File: src/rtl/lcd_setup_pkg.sv
// Package: constants and types shared by the frame setup sequencer.
// Assumes: header sizes fit in 10 bits.
package lcd_setup_pkg;

    localparam int HDR_SHORT_B = 32;
    localparam int HDR_LONG_B  = 512;

    // Load mode encoding.
    typedef enum logic [1:0] {
        LM_BOTH = 2'd0,
        LM_PAL  = 2'd1,
        LM_DATA = 2'd2,
        LM_RSVD = 2'd3
    } lmode_e;

    // Result of decoding the palette header.
    typedef struct packed {
        logic       ok;
        logic [4:0] bpp;
        logic [9:0] hdr;
    } depth_info_t;

endpackage

File: src/rtl/lcd_depth_decode.sv
// Module: decodes the depth field of the first palette word into bits per
// pixel and the size of the header that precedes the pixel data.
// Assumes: load mode 3 behaves like mode 0.
module lcd_depth_decode
    import lcd_setup_pkg::*;
(
    input  logic [15:0] pal_word,
    input  logic [1:0]  load_mode,
    output depth_info_t info
);

    logic [2:0] code;

    // Map the depth code and load mode onto bpp and header bytes.
    always_comb begin
        code    = pal_word[14:12];
        info.ok = (code != 3'd0);
        case (code)
            3'd1:    info.bpp = 5'd2;
            3'd2:    info.bpp = 5'd4;
            3'd3:    info.bpp = 5'd8;
            3'd0:    info.bpp = 5'd0;
            default: info.bpp = 5'd16;
        endcase
        if (load_mode == LM_DATA)
            info.hdr = 10'd0;
        else if (code >= 3'd3)
            info.hdr = 10'(HDR_LONG_B);
        else
            info.hdr = 10'(HDR_SHORT_B);
    end

endmodule

File: src/rtl/lcd_addr_window.sv
// Module: checks N addresses against an inclusive window; an address whose
// mask bit is clear is not checked.
// Assumes: lo <= hi for any useful result.
module lcd_addr_window #(
    parameter int AW = 32,
    parameter int N  = 4
) (
    input  logic [N*AW-1:0] addrs,
    input  logic [N-1:0]    use_mask,
    input  logic [AW-1:0]   lo,
    input  logic [AW-1:0]   hi,
    output logic            all_ok
);

    logic [N-1:0] in_rng;

    // One comparator pair per address.
    for (genvar i = 0; i < N; i++) begin : g_chk
        logic [AW-1:0] a;
        assign a         = addrs[i*AW +: AW];
        assign in_rng[i] = !use_mask[i] || ((a >= lo) && (a <= hi));
    end

    // All checked addresses must be inside.
    assign all_ok = &in_rng;

endmodule

File: src/rtl/lcd_view_select.sv
// Module: picks the line count and first line from the subpanel word.
// Assumes: LW <= 10, since the field sits at bits 25:16.
module lcd_view_select #(
    parameter int LW = 10
) (
    input  logic [31:0]   sub_word,
    input  logic [LW-1:0] height_m1,
    output logic [LW:0]   lines,
    output logic [LW-1:0] first
);

    localparam int SUB_ON  = 31;
    localparam int SUB_TOP = 29;
    localparam int SUB_LSB = 16;

    logic [LW-1:0] fld;
    logic [LW:0]   full_h;

    assign fld    = sub_word[SUB_LSB +: LW];
    assign full_h = {1'b0, height_m1} + (LW+1)'(1);

    // Choose between full height, a shifted start, or a shortened count.
    always_comb begin
        lines = full_h;
        first = '0;
        if (sub_word[SUB_ON]) begin
            if (sub_word[SUB_TOP])
                first = fld;
            else
                lines = {1'b0, fld};
        end
    end

endmodule

File: src/rtl/lcd_frame_setup.sv
// Module: per-frame setup sequencer. Stage one decodes the header and
// registers geometry and buffer bounds; stage two checks frame size and
// issues the frame result, done pulses and buffer switch.
// Assumes: frame_start pulses are at least two cycles apart (a start that
// arrives while stage one is busy is dropped); inputs stay stable for the
// cycle after frame_start; an enable write blocks a frame start in the
// same cycle and drops a frame in stage one.
module lcd_frame_setup
    import lcd_setup_pkg::*;
#(
    parameter int AW = 32,
    parameter int LW = 10
) (
    input  logic          clk,
    input  logic          rst_n,
    input  logic          en_wr,
    input  logic          en_val,
    input  logic          dual_mode,
    input  logic          done_irq_en,
    input  logic          frame_start,
    input  logic [15:0]   pal_word,
    input  logic [1:0]    load_mode,
    input  logic [LW-1:0] width_m1,
    input  logic [LW-1:0] height_m1,
    input  logic [31:0]   subpanel,
    input  logic [AW-1:0] buf0_top,
    input  logic [AW-1:0] buf0_bot,
    input  logic [AW-1:0] buf1_top,
    input  logic [AW-1:0] buf1_bot,
    input  logic [AW-1:0] win_lo,
    input  logic [AW-1:0] win_hi,
    output logic          lcd_enabled,
    output logic          cur_buf,
    output logic          frame_valid,
    output logic [4:0]    bpp,
    output logic [AW-1:0] pix_base,
    output logic [LW+2:0] stride,
    output logic [LW:0]   line_cnt,
    output logic [LW-1:0] first_line,
    output logic [1:0]    buf_done,
    output logic          done_irq,
    output logic          sync_err,
    output logic          addr_err
);

    localparam int WW  = LW + 1;
    localparam int PW  = 2 * WW;
    localparam int BW  = PW + 5;
    localparam int SW  = AW + 2;
    localparam int STW = LW + 3;
    localparam int NA  = 4;

    depth_info_t   dinfo;
    logic          win_ok;
    logic [LW:0]   view_lines;
    logic [LW-1:0] view_first;
    logic [WW-1:0] w_px;
    logic [WW-1:0] h_px;
    logic [PW-1:0] area_c;
    logic [WW+4:0] wbits_c;
    logic [STW-1:0] stride_c;
    logic          accept;

    logic          s1_vld;
    logic [4:0]    s1_bpp;
    logic [9:0]    s1_hdr;
    logic [PW-1:0] s1_area;
    logic [STW-1:0] s1_stride;
    logic [LW:0]   s1_lines;
    logic [LW-1:0] s1_first;
    logic [AW-1:0] s1_top;
    logic [AW-1:0] s1_bot;
    logic          s1_buf;

    logic [BW-1:0] s1_bits;
    logic [SW-1:0] need;
    logic [SW-1:0] avail;
    logic          too_big;

    lcd_depth_decode u_dec (
        .pal_word  (pal_word),
        .load_mode (load_mode),
        .info      (dinfo)
    );

    lcd_addr_window #(.AW(AW), .N(NA)) u_win (
        .addrs    ({buf1_bot, buf1_top, buf0_bot, buf0_top}),
        .use_mask ({dual_mode, dual_mode, 2'b11}),
        .lo       (win_lo),
        .hi       (win_hi),
        .all_ok   (win_ok)
    );

    lcd_view_select #(.LW(LW)) u_view (
        .sub_word  (subpanel),
        .height_m1 (height_m1),
        .lines     (view_lines),
        .first     (view_first)
    );

    // Panel geometry for stage one.
    assign w_px     = {1'b0, width_m1} + WW'(1);
    assign h_px     = {1'b0, height_m1} + WW'(1);
    assign area_c   = {{WW{1'b0}}, w_px} * {{WW{1'b0}}, h_px};
    assign wbits_c  = {5'b0, w_px} * {{WW{1'b0}}, dinfo.bpp};
    assign stride_c = wbits_c[WW+4:3];

    // Frame start is taken only when enabled, idle, not palette-only, and depth is known.
    assign accept = frame_start && !en_wr && lcd_enabled && !s1_vld &&
                    (load_mode != LM_PAL) && dinfo.ok;

    // Stage one data capture.
    always_ff @(posedge clk) begin
        if (!rst_n) begin
            s1_bpp    <= '0;
            s1_hdr    <= '0;
            s1_area   <= '0;
            s1_stride <= '0;
            s1_lines  <= '0;
            s1_first  <= '0;
            s1_top    <= '0;
            s1_bot    <= '0;
            s1_buf    <= 1'b0;
        end else if (accept) begin
            s1_bpp    <= dinfo.bpp;
            s1_hdr    <= dinfo.hdr;
            s1_area   <= area_c;
            s1_stride <= stride_c;
            s1_lines  <= view_lines;
            s1_first  <= view_first;
            s1_top    <= cur_buf ? buf1_top : buf0_top;
            s1_bot    <= cur_buf ? buf1_bot : buf0_bot;
            s1_buf    <= cur_buf;
        end
    end

    // Stage two size check: header plus pixel bytes against buffer span plus two.
    assign s1_bits = {{(BW-PW){1'b0}}, s1_area} * {{(BW-5){1'b0}}, s1_bpp};
    assign need    = {{(SW-10){1'b0}}, s1_hdr} + {{(SW-BW+3){1'b0}}, s1_bits[BW-1:3]};
    assign avail   = {2'b00, s1_bot} - {2'b00, s1_top} + {{(SW-2){1'b0}}, 2'b10};
    assign too_big = $signed(need) > $signed(avail);

    // Control: enable handling, stage valid, result pulses and buffer switch.
    always_ff @(posedge clk) begin
        if (!rst_n) begin
            lcd_enabled <= 1'b0;
            cur_buf     <= 1'b0;
            s1_vld      <= 1'b0;
            frame_valid <= 1'b0;
            buf_done    <= 2'b00;
            done_irq    <= 1'b0;
            sync_err    <= 1'b0;
            addr_err    <= 1'b0;
        end else begin
            frame_valid <= 1'b0;
            buf_done    <= 2'b00;
            done_irq    <= 1'b0;
            sync_err    <= 1'b0;
            addr_err    <= 1'b0;
            if (en_wr) begin
                s1_vld <= 1'b0;
                if (!en_val) begin
                    lcd_enabled <= 1'b0;
                end else if (!lcd_enabled) begin
                    if (win_ok) begin
                        lcd_enabled <= 1'b1;
                        cur_buf     <= 1'b0;
                    end else begin
                        addr_err <= 1'b1;
                    end
                end
            end else begin
                s1_vld <= accept;
                if (s1_vld) begin
                    if (too_big) begin
                        sync_err    <= 1'b1;
                        lcd_enabled <= 1'b0;
                    end else begin
                        frame_valid <= 1'b1;
                        buf_done    <= s1_buf ? 2'b10 : 2'b01;
                        done_irq    <= done_irq_en;
                        if (dual_mode)
                            cur_buf <= ~cur_buf;
                    end
                end
            end
        end
    end

    // Data outputs, loaded only for an accepted frame.
    always_ff @(posedge clk) begin
        if (!rst_n) begin
            bpp        <= '0;
            pix_base   <= '0;
            stride     <= '0;
            line_cnt   <= '0;
            first_line <= '0;
        end else if (!en_wr && s1_vld && !too_big) begin
            bpp        <= s1_bpp;
            pix_base   <= s1_top + {{(AW-10){1'b0}}, s1_hdr};
            stride     <= s1_stride;
            line_cnt   <= s1_lines;
            first_line <= s1_first;
        end
    end

endmodule

File: config.mk
export PLATFORM = sky130hd
export DESIGN_NAME = lcd_frame_setup
export DESIGN_NICKNAME = d
export VERILOG_FILES = /design/src/rtl/lcd_setup_pkg.sv /design/src/rtl/lcd_depth_decode.sv /design/src/rtl/lcd_addr_window.sv /design/src/rtl/lcd_view_select.sv /design/src/rtl/lcd_frame_setup.sv
export SDC_FILE = /design/constraint.sdc
export NUM_CORES = 1
export LEC_CHECK = 0
export BUFFER_PORTS_ARGS = -buffer_cell sky130_fd_sc_hd__buf_2
export CAP_MARGIN = 5
export CELL_PAD_IN_SITES_DETAIL_PLACEMENT = 1
export CELL_PAD_IN_SITES_GLOBAL_PLACEMENT = 2
export CORE_AREA = 4 4 286 288
export DETAILED_ROUTE_END_ITERATION = 10
export DIE_AREA = 0 0 290 292
export PLACE_DENSITY_LB_ADDON = 0.12
export SLEW_MARGIN = 20
export SYNTH_ARGS = -nofsm -noshare
export SYNTH_HDL_FRONTEND = slang
export SYNTH_SLANG_ARGS = --single-unit
File: constraint.sdc
create_clock -name clk -period 7.5 [get_ports clk]
set_input_delay 0.75 -clock clk [delete_from_list [all_inputs] [get_ports clk]]
set_output_delay 0.75 -clock clk [all_outputs]
set_load 0.005 [all_outputs]
# Yosys cells after proc, flatten, opt, wreduce, memory -nomap -nowiden
# Index checks and enable logic that the tools add are counted.
# totals
register_bits,216
latchBits,0
ram_bits,0
romBits,0
in_bits,269
out_inout_bits,79
wordCells,110
mem_count,0
# op_classes
addsub,6
mul,3
n_div,0
order_cmp,10
n_eq_ne,9
shifts,0
n_mux,26
n_bitwise,5
n_reduce_logical,29
# op_table
operator,count
32-bit greater-or-equal comparator,4
32-bit <= comparator,4
32-bit two-way mux,2
10-bit two-way mux,4
"33-bit by 3-bit adder with 34-bit output, second input constant",1
26-bit by 34-bit > comparator with 1-bit output,1
32-bit by 32-bit subtractor with 33-bit output,1
32-bit by 10-bit adder with 32-bit output,1
22-bit by 5-bit multiplier with 27-bit output,1
10-bit by 24-bit adder with 25-bit output,1
"10-bit by 1-bit adder with 11-bit output, second input constant",2
11-bit by 11-bit multiplier with 22-bit output,1
11-bit two-way mux,2
5-bit case mux with 4 select lines,1
11-bit by 5-bit multiplier with 16-bit output,1
1-bit two-way mux,16
1-bit logical AND,11
4-bit OR reduction,2
"3-bit by 2-bit == test with 1-bit output, second input constant",2
"2-bit by 1-bit inequality test with 1-bit output, second input constant",3
6-bit AND reduction,1
2-bit nonzero test,3
1-bit NOT,5
1-bit logical NOT,4
other kinds (12),14

# Logic depth before layout (Yosys ltp)
# Gate-level depths: netlist of run 1.
# depth
depth_word,8
mapped_depth,37
depth_no_buf,34

# Hierarchy
# Synthesis of run 1 repeated with hierarchy kept, for this count alone.
# unflattened
cells_unflattened,3532
area_unflattened_um2,28197.0
# modules_own_cells
mod,instances,cells_per_inst,area_each_um2,seq_area_each_um2
lcd_frame_setup,1,2733,22047.4,4324.1
lcd_addr_window,1,723,5661.7,0.0
lcd_view_select,1,57,360.3,0.0
lcd_depth_decode,1,19,127.6,0.0

# Worst setup path before layout of run 1
# OpenSTA, ideal clock, no wires.
# synth_path
kind,register to register
from,register s1_bpp[4]
to,register cur_buf
setup_ps,123
arrival_time_ps,7167
required_time_ps,7377
setup_slack_ps,210
path_stages_with_launch,36
n_path_buf,2
synth_period_minus_slack_ps,7290
cell_sequence,dfxtp_1 > clkbuf_1 > nand2_1 > fa_1 > inv_1 > fa_1 > ha_1 > ha_1 > inv_1 > fa_1 > nor2b_1 > o21ai_0 > a21boi_0 > o21ai_0 > a21oi_1 > o21a_1 > nor3_1 > or4_1 > o211ai_1 > nor2b_1 > nand4_1 > or3_1 > xnor2_1 > ha_1 > nand3_1 > or4_1 > nor4_1 > a21oi_1 > o31ai_1 > nor4_1 > a22oi_1 > o21a_1 > o31ai_2 > buf_6 > nor2_1 > mux2_1
# synth_via
elab_chain_len,5
# synth_lines
element,line,source
"start, declared",lcd_frame_setup.sv:65,logic [4:0] s1_bpp;
"start signal, assigned",lcd_frame_setup.sv:125,s1_bpp <= dinfo.bpp;
22-bit by 5-bit multiplier with 27-bit output,lcd_frame_setup.sv:138,"assign s1_bits = {{(BW-PW){1'b0}}, s1_area} * {{(BW-5){1'b0}}, s1_bpp};"
10-bit by 24-bit adder with 25-bit output,lcd_frame_setup.sv:139,"assign need = {{(SW-10){1'b0}}, s1_hdr} + {{(SW-BW+3){1'b0}}, s1_bits[BW-1:3]};"
26-bit by 34-bit > comparator with 1-bit output,lcd_frame_setup.sv:141,assign too_big = $signed(need) > $signed(avail);
2-bit inequality test (no source line),n/a,
6-bit AND reduction (no source line),n/a,
"end signal, assigned",lcd_frame_setup.sv:183,cur_buf <= ~cur_buf;
"end, declared",lcd_frame_setup.sv:33,"output logic cur_buf,"
# No other way between the ends.
# A chain may end at the register's enable or synchronous reset.

# Final worst setup path of run 1
# layout_path
from,register s1_bpp[4]
to,register pix_base[19]
# layout_via
elab_chain_len,5
# layout_lines
element,line,source
22-bit by 5-bit multiplier with 27-bit output,lcd_frame_setup.sv:138,
10-bit by 24-bit adder with 25-bit output,lcd_frame_setup.sv:139,
26-bit by 34-bit > comparator with 1-bit output,lcd_frame_setup.sv:141,
1-bit logical NOT,lcd_frame_setup.sv:198,end else if (!en_wr && s1_vld && !too_big) begin
1-bit logical AND,lcd_frame_setup.sv:198,
"end signal, assigned",lcd_frame_setup.sv:200,"pix_base <= s1_top + {{(AW-10){1'b0}}, s1_hdr};"
"end, declared",lcd_frame_setup.sv:36,"output logic [AW-1:0] pix_base,"
# No other way between the ends.

==> results of run 1 <==
==> sequential cells by signal, summed over array words and instances, names as in the netlist, 11 cells and up <==
signal / cells
s1_bot: 32
line_cnt: 11
pix_base: 32
s1_area: 22
s1_stride: 13
s1_lines: 11
stride: 13
s1_top: 32
==> how the worst min path moves through the flow <==
stage	start	endpoint	cells after the start
after floorplan	s1_buf$_SDFFE_PN0P_	buf_done[0]$_SDFF_PP0_	1
after global placement	s1_first[1]$_SDFFE_PN0P_	s1_first[1]$_SDFFE_PN0P_	2
after detailed placement	s1_lines[0]$_SDFFE_PN0P_	s1_lines[0]$_SDFFE_PN0P_	2
after CTS	done_irq_en	done_irq$_SDFF_PP0_	2
after global routing	done_irq_en	done_irq$_SDFF_PP0_	2
final	done_irq_en	done_irq$_SDFF_PP0_	2
==> stage by stage <==
stage               hold WS, ns  total power, W  instances  area (um2)  setup TNS (ns)
global route              0.380         0.00473       4530       30700          -16.95
floorplan                 0.415         0.00243       3104       25900               0
finish                    0.380         0.00437       4530       30700               0
global placement          0.440         0.00316       4470       29200          -15.73
detailed placement        0.447         0.00320       4470       29200          -28.07
CTS                       0.350         0.00444       4522       30500           -2.23
==> logic make-up (layout without fill, tap and decap cells) <==
group / count (synthesis) / in the layout / synth area share [%]
mux: 140 / 140 / 5.42
xor+xnor: 153 / 153 / 5.18
compound gates: 615 / 615 / 15.5
buf+inv: 376 / 752 / 5.96
flops: 206 / 206 / 15.9
fa+ha+maj: 599 / 599 / 33.0
other cells: 1 / 2 / 0.0145
simple gates: 1013 / 1013 / 18.9
==> cell type report <==
cell class	instances	area share (%)
multi-input combinational	2522	67.4
sequential	206	13.5
timing repair buffer	446	8.92
tap	1050	4.28
inverter	265	3.26
clock buffer	35	2.37
clock inverter	6	0.212
==> Yosys cell counts, drive strengths merged, types with 5 or more instances <==
cell type	number	share of area [%]
o21ai	93	1.8
nor3b	6	0.21
a31oi	11	0.27
a221oi	6	0.27
fa	141	11
nand3	58	1.1
nor2	295	4.3
and4	9	0.30
or3	16	0.39
ha	458	22
nand3b	5	0.15
nor2b	47	1.1
o211ai	12	0.35
a2111oi	11	0.37
nor4	16	0.41
o31ai	9	0.28
a211oi	80	2.3
inv	265	3.8
o311ai	5	0.17
nor3	47	0.91
xor2	51	1.7
o2111ai	6	0.23
o31a	7	0.24
nand2b	39	0.94
clkbuf	93	1.3
nand2	259	3.8
or2	10	0.24
dfxtp	206	16
a21o	80	2.3
o21bai	14	0.41
a21boi	10	0.29
and3	19	0.46
a21oi	201	3.9
mux2i	138	5.3
buf	18	0.77
o21a	26	0.75
xnor2	102	3.5
and2	119	2.9
nand4	57	1.4
==> power by group <==
| group | switching, W | internal, W |
|---|---|---|
| sequential | 0.00000114 | 0.00109 |
| clock | 0.000520 | 0.000676 |
| combinational | 0.00118 | 0.000897 |
| total | 0.00170 | 0.00267 |
==> layer usage <==
layer  part of all wire [%]  up-vias
met3                    3.3       99
met4                    2.2        8
met1                     46    11600
li1                       -    11500
met5                  0.055        -
met2                     49      362
==> critical path: cells and delay by family (launching register included) <==
kind	cells	cell delay, ns
flip-flops	1	0.36
AO/OA/AOI/OAI	11	1.41
XOR/XNOR	2	0.29
adder cells (fa/ha/maj)	7	2.45
buffers and inverters	4	0.42
multiplexers	1	0.19
AND/OR/NAND/NOR	10	2.11
==> timing repair <==
| action | 4_1_cts | 5_1_grt |
|---|---|---|
| resized for setup | 66 | 37 |
| endpoints found under the hold margin | 0 | 0 |
| hold buffers | 0 | 0 |
| setup endpoints to repair | 77 | 77 |
| buffers inserted | 10 | 11 |
| pin swaps | 39 | 39 |
| cloned | 3 | 1 |
==> cell usage in the layout (no fill, tap or decap), types with 38 or more instances in the layout <==
master	count
a211oi_1	80
a21o_1	80
a21oi_1	192
and2_1	117
buf_2	313
buf_4	117
dfxtp_1	199
fa_1	139
ha_1	446
inv_1	262
mux2i_1	133
nand2_1	257
nand2b_1	38
nand3_1	56
nand4_1	57
nor2_1	293
nor2b_1	45
nor3_1	42
o21ai_0	80
xnor2_1	100
xor2_1	51
==> results by group, run 1 <==
Routing
  – Drt first-iter violations: between 800 and 900
  – Vias: 23600
  – Routed WL: ~99000 um
  – Remaining antenna violation count: 0
  – # DRC: 0
  – Via-to-Cell Ratio: 5.21
  – WL per Instance: 21.8 um
  – Router iterations before antenna repair: 5

Critical path
  – Worst reg2reg endpoint: pix_base[19]$_SDFFE_PN0P_
  – Reg2reg setup slack: 0.07 ns
  – Crit Path Category: register to register
  – Worst path max stage delay: roughly 0.56 ns
  – Crit end category: register
  – CP most frequent cell: ha_1
  – Worst reg2reg startpoint: s1_bpp[4]$_SDFFE_PN0P_
  – CP endpoint: pix_base[19]$_SDFFE_PN0P_
  – Crit path max fanout: 8
  – Critical path arrival: 7.83 ns
  – Highest-delay cell along the critical path: fa_1
  – CP Launch Type: register
  – R2R cell count: 35
  – Required time of the critical path: 7.90 ns
  – Launch point of the critical path: s1_bpp[4]$_SDFFE_PN0P_

GRT
  – Vias in the first global route: 26000
  – Largest net degree at the start of global routing: 113
  – Met1 usage: around 29%
  – Initial antenna violation count: 4
  – Total GRT Usage: 22.6%
  – First-pass GRT wire length: 152000 um
  – Met3 GRT Util: 2.68%
  – Total gr overflow: 0
  – Grt peak-use layer: met2
  – GR Layer Usage met2: between 40% and 50%

STA
  – Relative slew slack: roughly 29%
  – Fmax: 0.135 GHz
  – Skew final: 0.0286 ns
  – Tcrit/Tclk final: 99.1%
  – Worst setup margin: 0.0698 ns
  – RSZ-0062 raised after global routing: yes
  – Final setup vio count: 0
  – Fin. max-slew vios: 0
  – Worst slew pin tran: 1.06 ns
  – Hold Vio Cnt, Final: 0
  – Tmin final: 7.43 ns

Job
  – Max-capacitance violation count: 0

Clock network
  – Max H-tree Level: 1
  – Clk Latency, worst-skew pair: 0.57 ns
  – CTS Sinks: ~210
  – CTS buffer count: 26
  – CTS tree: done
  – Clock tree root driver cell: clkbuf_16
  – Clk buf depth: 3
  – Reg clk slew, reported paths: roughly 0.060 ns

Floorplan
  – Row cnt: 103
  – Die area: between 80000 and 90000 um2
  – Die H: 292 um
  – Die Width: just under 300 um
  – Core area: roughly 80000 um2
  – IO Pins: 348
  – Initial core utilization: 32.8%

Placed design
  – Placement Setup Slack: -0.415 ns
  – Post-DP HPWL: about 83000 um
  – IO buf count: 313
  – Gpl congestion: 0.869

Synthesis
  – Ys Warns: 0
  – Ys async rst share: 0%
  – Cells after Synth: 3103
  – Post-Syn Area: about 26000 um2
  – #FFs+latches synth: 206
  – Post-synth cell types: 85
  – EDFF count, synth: 0
  – Avg Inst Size Synth: 8.34 um2
  – Seq/Total Area, Yosys: 15.9%
  – Ys flop type: dfxtp_1

Cells and area
  – Register Area: 4140 um2
  – Net count, final: 4335
  – Final design utilization: 38.9%
  – Area of the multi-input gates: about 21000 um2
  – Fillers: 9488
  – Antenna diodes: 0
  – Synth-to-layout area growth: 18.5%
  – Fraction of layout cells with a size suffix above 1: 16.6%

Power
  – Pwr Density: 143 nW/um2
  – Leak Pwr: 15.0 nW
  – Worst IR drop on VDD: 0.168 mV

Worst hold path
  – Hold Crit Class: input port to register

Status
  – Status: finished, final reports clean
No activity file was read; power rests on OpenSTA's default activity.
==> inputs of run 2 (changes only) <==
CORE_AREA = 4 4 290 292   (was 4 4 286 288)
DIE_AREA = 0 0 294 296   (was 0 0 290 292)
==> results by group, run 2 (same netlist as run 1, synthesis figures left out) <==
Routing
  – Routed WL: 98300 um
  – # DRC: 0
  – Vias: ~24000
  – Via-to-Cell Ratio: 5.21
  – Drt first-iter violations: 853
  – Remaining antenna violation count: 0
  – Router iterations before antenna repair: 5
  – WL per Instance: 21.5 um

Clock network
  – CTS Sinks: 206
  – Clk Latency, worst-skew pair: 0.57 ns
  – Clk buf depth: 3
  – Reg clk slew, reported paths: 0.06 ns
  – CTS buffer count: 26
  – CTS tree: done
  – Max H-tree Level: 1
  – Clock tree root driver cell: clkbuf_16
  – Hold_buf cts: 0

Floorplan
  – Die Width: slightly below 300 um
  – Initial core utilization: between 30% and 40%
  – Die H: between 200 and 300 um
  – IO Pins: 348
  – Row cnt: 105
  – Core area: between 80000 and 90000 um2
  – Die area: 87000 um2

Critical path
  – CP Launch Type: register
  – Highest-delay cell along the critical path: fa_1
  – Crit end category: register
  – Required time of the critical path: 7.93 ns
  – Critical path arrival: 7.89 ns
  – R2R cell count: 34
  – Worst path max stage delay: 0.54 ns
  – Reg2reg setup slack: 0.04 ns
  – Crit path max fanout: 19
  – Crit Path Category: register to register

Worst hold path
  – Hold path depth: 2
  – Hold Crit Class: input port to register

GRT
  – Total gr overflow: 0
  – Vias in the first global route: approximately 26000
  – Largest net degree at the start of global routing: 111
  – Initial antenna violation count: 6
  – First-pass GRT wire length: between 150000 and 200000 um
  – Total GRT Usage: 22.2%

STA
  – Fmax: 0.134 GHz
  – Skew final: 0.0252 ns
  – Tcrit/Tclk final: roughly 100%
  – RSZ-0062 raised after global routing: yes
  – Relative slew slack: 19.9%
  – Fin. max-slew vios: 0
  – Worst slew pin tran: approximately 1.2 ns
  – Min Hold Slack: 0.382 ns
  – Hold Vio Cnt, Final: 0
  – Final setup vio count: 0
  – Setup TNS: 0 ns
  – Tmin final: between 7 and 8 ns

Cells and area
  – Fraction of layout cells with a size suffix above 1: 17.2%
  – Final instance area: 30900 um2
  – Final design utilization: a little under two fifths
  – Most frequent cells in the layout: ha_1 (447), buf_2 (313), nor2_1 (292)
  – Synth-to-layout area growth: 19.5%
  – Top flop regs: pix_base: 32 flops, s1_bot: 32 flops, s1_top: 32 flops
  – Leading cell type in the layout, fill and taps excluded: ha_1
  – Net count, final: ~4400
  – Fillers: a little under 10000

Status
  – Status: finished, final reports clean

Power
  – Worst IR drop on VDD: about 0.13 mV
  – Leak Pwr: 15.2 nW
  – Pwr Density: around 150 nW/um2

Placed design
  – IO buf count: about 310
  – Post-DP HPWL: 83300 um
  – Post-place instance area: 29300 um2
  – Gpl congestion: 0.869

Job
  – Max-capacitance violation count: 0
run 2: final timing paths:
check                    startpoint                      to
max          s1_bpp[3]$_SDFFE_PN0P_  stride[9]$_SDFFE_PN0P_
min                     done_irq_en     done_irq$_SDFF_PP0_
max reg2reg  s1_bpp[3]$_SDFFE_PN0P_  stride[9]$_SDFFE_PN0P_
min reg2reg     s1_buf$_SDFFE_PN0P_  buf_done[0]$_SDFF_PP0_
run 2: final cells by class:
class | instances | area [um2] | area share (%)
inverter | 265 | 1000 | 3.23
tap | 1070 | 1340 | 4.33
multi-input combinational | 2522 | 20700 | 66.9
clock buffer | 32 | 703 | 2.27
sequential | 206 | 4140 | 13.4
clock inverter | 16 | 220 | 0.712
timing repair buffer | 461 | 2840 | 9.17
antenna | 3 | 7.51 | 0.0243
run 2: worst max-delay path, delay by kind of cell, from the launching register on:
| kind | cells | cell delay [ns] |
|---|---|---|
| mux | 1 | 0.15 |
| simple gates | 11 | 2.16 |
| buf+inv | 5 | 0.78 |
| fa+ha+maj | 5 | 1.79 |
| flops | 1 | 0.34 |
| compound gates | 11 | 1.94 |
| xor+xnor | 1 | 0.15 |
run 2: timing repair:
item | 4_1_cts | 5_1_grt
resized for setup | 40 | 70
pin swaps | 15 | 54
setup endpoints to repair | 77 | 77
gates cloned | 1 | 1
setup buffers | 14 | 14
run 2: where the power goes:
part / leakage (nW) / internal [W] / switching (W)
combinational: 13.1 / 0.000920 / 0.00115
clock: 0.444 / 0.000813 / 0.000550
sequential: 1.66 / 0.00109 / 0.00000109
total: 15.2 / 0.00283 / 0.00170
run 2: routing by layer:
layer	vias to the layer above	track usage, %	wire [um]
li1	11600	-	-
met1	11700	28.9	44900
met2	393	38.7	46800
met3	121	3.03	3650
met4	6	6.03	2850
met5	-	0	36
run 2: metrics by stage:
step | std cells | power (W) | setup WS, ns
detailed placement | 4497 | 0.00320 | -0.430
CTS | 4559 | 0.00461 | -0.0944
finish | 4575 | 0.00452 | 0.0354
floorplan | 3104 | 0.00243 | 0.210
global route | 4572 | 0.00492 | -0.320
global placement | 4497 | 0.00316 | -0.200
